===== config.mk =====
export PLATFORM = sky130hd
export DESIGN_NAME = pvic_top
export DESIGN_NICKNAME = d
export VERILOG_FILES = /design/src/rtl/pvic_pkg.sv /design/src/rtl/pvic_req_latch.sv /design/src/rtl/pvic_resolver.sv /design/src/rtl/pvic_inservice.sv /design/src/rtl/pvic_vector.sv /design/src/rtl/pvic_top.sv
export SDC_FILE = /design/constraint.sdc
export NUM_CORES = 1
export LEC_CHECK = 0
export BUFFER_PORTS_ARGS = -buffer_cell sky130_fd_sc_hd__buf_2
export CORE_UTILIZATION = 28
export DETAILED_ROUTE_END_ITERATION = 10
export GPL_ROUTABILITY_DRIVEN = 0
export PLACE_DENSITY_LB_ADDON = 0.1
export SLEW_MARGIN = 20
export SYNTH_ARGS = -nofsm -noshare
export SYNTH_HDL_FRONTEND = slang
export SYNTH_SLANG_ARGS = --single-unit
export TNS_END_PERCENT = 30

===== constraint.sdc =====
create_clock -name clk -period 3.2 [get_ports clk]
set_clock_uncertainty 0.05 [all_clocks]
set_input_delay 0.16 -clock clk [delete_from_list [all_inputs] [get_ports clk]]
set_output_delay 0.16 -clock clk [all_outputs]
set_load 0.01 [all_outputs]

===== src/rtl/pvic_pkg.sv =====
package pvic_pkg;
  localparam int PVIC_LINES = 8;
  localparam int PVIC_IDX_W = $clog2(PVIC_LINES);

  typedef logic [PVIC_LINES-1:0] line_vec_t;

  // lines that may still interrupt: no same-or-higher level in service
  function automatic line_vec_t eligible_levels(line_vec_t isr);
    line_vec_t r;
    logic      blocked;
    r       = '0;
    blocked = 1'b0;
    for (int i = 0; i < PVIC_LINES; i++) begin
      if (isr[i]) blocked = 1'b1;
      r[i] = ~blocked;
    end
    return r;
  endfunction

  // keep only the lowest-index set bit
  function automatic line_vec_t pick_first(line_vec_t v);
    line_vec_t r;
    logic      found;
    r     = '0;
    found = 1'b0;
    for (int i = 0; i < PVIC_LINES; i++) begin
      if (v[i] && !found) begin
        r[i]  = 1'b1;
        found = 1'b1;
      end
    end
    return r;
  endfunction

  function automatic logic [PVIC_IDX_W-1:0] onehot_index(line_vec_t v);
    logic [PVIC_IDX_W-1:0] r;
    r = '0;
    for (int i = 0; i < PVIC_LINES; i++) begin
      if (v[i]) r = PVIC_IDX_W'(i);
    end
    return r;
  endfunction
endpackage


===== src/rtl/pvic_req_latch.sv =====
module pvic_req_latch
  import pvic_pkg::*;
(
  input  logic      clk,
  input  logic      rst_n,
  input  line_vec_t irq_in,
  input  line_vec_t clr,
  output line_vec_t irr
);
  line_vec_t irr_next;

  always_comb irr_next = (irr | irq_in) & ~clr;

  always_ff @(posedge clk or negedge rst_n) begin
    if (!rst_n) irr <= '0;
    else        irr <= irr_next;
  end

  AST_REQ_HELD: assert property (@(posedge clk) disable iff (!rst_n)
    1'b1 |=> (($past(irr) & ~$past(clr)) & ~irr) == '0);
endmodule


===== src/rtl/pvic_resolver.sv =====
module pvic_resolver
  import pvic_pkg::*;
(
  input  logic                  clk,
  input  logic                  rst_n,
  input  line_vec_t             irr,
  input  line_vec_t             mask,
  input  line_vec_t             isr,
  output logic                  cand_any,
  output line_vec_t             win_onehot,
  output logic [PVIC_IDX_W-1:0] win_idx
);
  line_vec_t cand;

  always_comb begin
    cand       = irr & ~mask & eligible_levels(isr);
    win_onehot = pick_first(cand);
    win_idx    = onehot_index(win_onehot);
    cand_any   = |cand;
  end

  AST_NO_MASKED_GRANT: assert property (@(posedge clk) disable iff (!rst_n)
    (win_onehot & mask) == '0);
  AST_PREEMPT_HIGHER: assert property (@(posedge clk) disable iff (!rst_n)
    (cand_any && isr != '0) |-> (win_onehot < (isr & (~isr + 1'b1))));
endmodule


===== src/rtl/pvic_inservice.sv =====
module pvic_inservice
  import pvic_pkg::*;
(
  input  logic      clk,
  input  logic      rst_n,
  input  line_vec_t ack_set,
  input  logic      eoi,
  output line_vec_t isr
);
  line_vec_t eoi_clr;

  always_comb eoi_clr = eoi ? pick_first(isr) : '0;

  always_ff @(posedge clk or negedge rst_n) begin
    if (!rst_n) isr <= '0;
    else        isr <= (isr & ~eoi_clr) | ack_set;
  end

  AST_ONE_GRANT: assert property (@(posedge clk) disable iff (!rst_n)
    $onehot0(ack_set));
  AST_EOI_RETIRES: assert property (@(posedge clk) disable iff (!rst_n)
    (eoi && isr != '0 && ack_set == '0) |=>
      ($countones(isr) == $countones($past(isr)) - 1));
endmodule


===== src/rtl/pvic_vector.sv =====
module pvic_vector
  import pvic_pkg::*;
#(
  parameter int VEC_W        = 8,
  parameter int CASCADE_LINE = 2,
  localparam int BASE_W      = VEC_W - PVIC_IDX_W
) (
  input  logic                  clk,
  input  logic                  rst_n,
  input  logic                  inta,
  input  logic                  fire,
  input  logic [PVIC_IDX_W-1:0] win_idx,
  input  logic [BASE_W-1:0]     base,
  input  logic                  cascade_en,
  input  logic [VEC_W-1:0]      slave_vec,
  output logic [VEC_W-1:0]      vec_out,
  output logic                  vec_valid,
  output logic                  slave_ack
);
  logic to_slave;

  always_comb to_slave = cascade_en && (win_idx == PVIC_IDX_W'(CASCADE_LINE));

  always_ff @(posedge clk or negedge rst_n) begin
    if (!rst_n) begin
      vec_out   <= '0;
      vec_valid <= 1'b0;
      slave_ack <= 1'b0;
    end else begin
      vec_valid <= fire;
      slave_ack <= fire && to_slave;
      if (fire) vec_out <= to_slave ? slave_vec : {base, win_idx};
    end
  end

  AST_VALID_AFTER_ACK: assert property (@(posedge clk) disable iff (!rst_n)
    vec_valid |-> $past(inta));
  AST_SLAVE_WITH_VALID: assert property (@(posedge clk) disable iff (!rst_n)
    slave_ack |-> vec_valid);
endmodule


===== src/rtl/pvic_top.sv =====
module pvic_top
  import pvic_pkg::*;
#(
  parameter int VEC_W        = 8,
  parameter int CASCADE_LINE = 2,
  localparam int BASE_W      = VEC_W - PVIC_IDX_W
) (
  input  logic                  clk,
  input  logic                  rst_n,
  input  logic [PVIC_LINES-1:0] irq_in,
  input  logic                  mask_we,
  input  logic [PVIC_LINES-1:0] mask_wdata,
  input  logic                  base_we,
  input  logic [BASE_W-1:0]     base_wdata,
  input  logic                  cascade_en,
  input  logic [VEC_W-1:0]      slave_vec,
  input  logic                  inta,
  input  logic                  eoi,
  output logic                  intr,
  output logic [VEC_W-1:0]      vec_out,
  output logic                  vec_valid,
  output logic                  slave_ack
);
  line_vec_t             irr, isr, mask_q, win_onehot, ack_set;
  logic                  cand_any, ack_fire;
  logic [PVIC_IDX_W-1:0] win_idx;
  logic [BASE_W-1:0]     base_q;

  always_ff @(posedge clk or negedge rst_n) begin
    if (!rst_n) begin
      mask_q <= '0;
      base_q <= '0;
    end else begin
      if (mask_we) mask_q <= mask_wdata;
      if (base_we) base_q <= base_wdata;
    end
  end

  always_comb begin
    ack_fire = inta && cand_any;
    ack_set  = ack_fire ? win_onehot : '0;
    intr     = cand_any;
  end

  pvic_req_latch u_req (
    .clk(clk), .rst_n(rst_n), .irq_in(irq_in), .clr(ack_set), .irr(irr));

  pvic_resolver u_res (
    .clk(clk), .rst_n(rst_n), .irr(irr), .mask(mask_q), .isr(isr),
    .cand_any(cand_any), .win_onehot(win_onehot), .win_idx(win_idx));

  pvic_inservice u_isr (
    .clk(clk), .rst_n(rst_n), .ack_set(ack_set), .eoi(eoi), .isr(isr));

  pvic_vector #(.VEC_W(VEC_W), .CASCADE_LINE(CASCADE_LINE)) u_vec (
    .clk(clk), .rst_n(rst_n), .inta(inta), .fire(ack_fire), .win_idx(win_idx),
    .base(base_q), .cascade_en(cascade_en), .slave_vec(slave_vec),
    .vec_out(vec_out), .vec_valid(vec_valid), .slave_ack(slave_ack));

  AST_SPURIOUS_ACK: assert property (@(posedge clk) disable iff (!rst_n)
    (inta && !intr) |=> !vec_valid);
  AST_RESET_QUIET: assert property (@(posedge clk) disable iff (!rst_n)
    $rose(rst_n) |-> (!intr && !vec_valid));
endmodule


==> flow_summary.yaml <==
yosys:
  syn_area_sq_mm: 0.00179
  yosysSeqAreaShare_pct: 54.7
  synthMostInstantiatedCell: "dfrtp_1"
  synth_top_cell_area_share_pct: 54.7
  async_reset_ff_share_pct: 100
  yosys_warnings: 0
  ys_top_cells_by_area: "dfrtp_1 55%, mux2_2 8.2%, mux2i_1 2.8%"
  dominantRegCellSynth: "dfrtp_1"
  synth.cells.most_frequent: "39 x dfrtp_1, 13 x mux2_2, 13 x nand2_1"
  number_of_different_library_cells_in_the_post_synthesis_netlist: 40
  synth.largest_area_cell: "dfrtp_1"
  synthesis.instances: 152
  synth_fp_nets: 188
  synthesis.area_per_instance_sq_um: 11.7
  synth-edff-count: 0
  synth.ff_latch_count: 39
placed_design:
  dpl.cell_count: 268
  dp_area_sq_mm: 0.00207
  buffer_ports.inserted: 46
  hpwl_mm: 3.10
sta:
  max_slew.worst_pin.slew_ns: 0.876
  hold_viol_final: 0
  max_freq_mhz: 426
  totalNegativeSetupSlack_ns: 0
  portion_of_the_clock_cycle_consumed_by_the_worst_path_in_the_final_layout_pct: 73.4
  slew_headroom_pct: 41.6
  report.final.setup_viol: 0
  rsz0062_at_grt: "false"
  slew_viol_final: 0
  post-route-min-period_ns: 2.35
detailed_routing:
  detail_route.drc_violations: 0
  postRouteAntennaNets: 0
  drt_iter0_drc: 55
  avgViaCountPerCell: 5.03
  dr_total_vias: 1392
  average_routed_wire_per_standard_cell_um: 14.9
  detail_route.first_pass.iterations: 4
  routed_wire_length_mm: 4.13
critical_path:
  worstPathArrival_ns: 2.51
  timing.critical_path.slowest_stage_cell: "or4_4"
  cp_endpoint_kind: "register"
  critical_path.max_stage_delay_ns: 0.60
  crit_path_cell_trace: "or4_4 -> a211o_1 -> a41o_1 -> clkinv_2 -> a2bb2oi_1"
  start_kind: "register"
  criticalPathCategory: "reg2reg"
  cp_data_required_time_ns: 3.36
  crit_fanout: 19
clock_tree:
  post_cts_setup_driven_buffer_insertion_count: 0
  cts_tree: "done"
  cts-buffers-inserted: 5
  clk_latency_ns: 0.29
  buffers_from_clock_root_to_sink_at_most: 2
  ctsRootBufferMaster: "clkbuf_8"
  cts.htree.levels: 2
  clock_sinks: 39
  post_cts.resized_instances: 0
  clk_pin_slew_worst_paths_ns: 0.08
  cts.hold.buffers_added: 1
floorplanning:
  die_width_um: 81.9
  ios: 47
  design.core.area_sq_mm: 0.00603
  floorplan.initialDensity_pct: 29.6
  fp-row-count: 28
  die-height_um: 81.9
  die_area_sq_mm: 0.00670
finish:
  instances_no_fill: 277
  postLayoutCellArea_sq_mm: 0.00221
  area_delta_synth_final_pct: 23.8
  post_route_cells_drive_above_1_share_pct: 35.6
  num-nets-final: 237
  antenna-diode-count: 0
power_and_ir_drop:
  power.net_switching_mw: 0.696
  total_power_per_unit_cell_area_mw_per_mm2: 891
  seq_power_share_pct: 38.4
  p_int_mw: 1.27
  switching_share_pct: 35.4
  share_clk_of_total_power_pct: 24.4
  ir_worst_vdd_mv: 0.282
  static-leakage-power_nw: 0.982
  power.combinational.fraction_pct: 37.2
hold_path:
  hold_path_class: "in2reg"
global_routing:
  first_global_vias: 1387
  grt_pass1_wl_mm: 6.78
  grt_max_degree: 40
  grt_use_total_pct: 13.8
  grt.overflow.total: 0
  grt_antenna_before_repair: 0
outcome:
  outcome: "finished clean"
job:
  drv_cap: 0
-- layer usage --
metal	up-vias	routed length (um)	track usage, %
li1	660	-	-
met1	695	1980	19.1
met2	33	1890	19.3
met3	4	208	4.22
met4	0	41	6.49
met5	-	0	0
-- layout make-up --
class / count / area, sq um
tap: 75 / 93.8
multi-input combinational: 103 / 747
sequential: 39 / 976
fill: 622 / 3820
inverter: 5 / 20.0
clock buffer: 6 / 72.6
clock inverter: 2 / 60.1
timing repair buffer: 47 / 240
-- through the flow --
step | worst slack [ns] | total power, mW | hold WS (ns) | util (%)
6_report | 0.851 | 1.97 | 0.0391 | 36.7
5_1_grt | 0.630 | 2.12 | 0.0246 | 36.7
4_1_cts | 0.853 | 1.99 | 0.0318 | 36.7
3_5_place_dp | 0.865 | 1.50 | 0.285 | 34.3
3_3_place_gp | 0.936 | 1.47 | 0.268 | 34.3
2_1_floorplan | 1.11 | 1.29 | -0.186 | -
-- registers in the layout (all words and copies together) (netlist names) --
register / cells
u_isr.isr: 8
u_vec.vec_valid: 1
u_vec.vec_out: 8
u_vec.slave_ack: 1
base_q: 5
mask_q: 8
u_req.irr: 8
-- cell families after synthesis --
kind of cell	count (synthesis)	share of synthesized area, %
AO/OA/AOI/OAI	41	17.0
buffers and inverters	10	3.50
flip-flops	39	54.7
multiplexers	18	11.0
AND/OR/NAND/NOR	44	13.9
-- cells in the final DEF (no fill, tap or decap), types with 2 or more instances in the layout --
| cell | instances |
|---|---|
| a21oi_1 | 4 |
| inv_1 | 4 |
| mux2_2 | 13 |
| o21ai_1 | 2 |
| buf_2 | 46 |
| o21ai_0 | 8 |
| nor2b_1 | 6 |
| a22o_1 | 2 |
| nor2_1 | 6 |
| clkbuf_8 | 5 |
| nor3_1 | 2 |
| dfrtp_1 | 39 |
| o21a_1 | 3 |
| o2bb2ai_1 | 2 |
| nand3_1 | 3 |
| o2111ai_1 | 2 |
| o22a_1 | 5 |
| bufinv_16 | 2 |
| o31ai_1 | 4 |
| nand2_1 | 13 |
| a2bb2oi_1 | 3 |
| mux2i_1 | 5 |
| nand2b_1 | 4 |
-- critical path, delay by kind of cell, from the launching register on --
kind	cells	cell delay, ns
flops	1	0.47
simple gates	1	0.60
compound gates	3	0.94
buf+inv	1	0.22
-- power by group through the flow --
stage | clock network, mW | logic, mW | registers [mW]
finish | 0.481 | 0.731 | 0.755
global route | 0.524 | 0.821 | 0.776
CTS | 0.499 | 0.738 | 0.756
detailed placement | 0 | 0.735 | 0.763
global placement | 0 | 0.718 | 0.756
floorplan | 0 | 0.530 | 0.760
-- final timing paths --
check | start | endpoint | slack [ns] | cells past startpoint
setup / recovery | u_isr.isr[2] | u_vec.vec_out[2] | 0.85 | 5
hold / removal | irq_in[6] | u_req.irr[6] | 0.04 | 2
setup reg to reg | u_isr.isr[2] | u_vec.vec_out[2] | 0.85 | 5
hold reg to reg | u_vec.vec_out[7] | u_vec.vec_out[7] | 0.44 | 2
max in group asynchronous | rst_n | u_isr.isr[2] | 2.07 | 2
min in group asynchronous | rst_n | u_vec.vec_out[7] | 0.48 | 2
(Power assumes the default switching activity.)
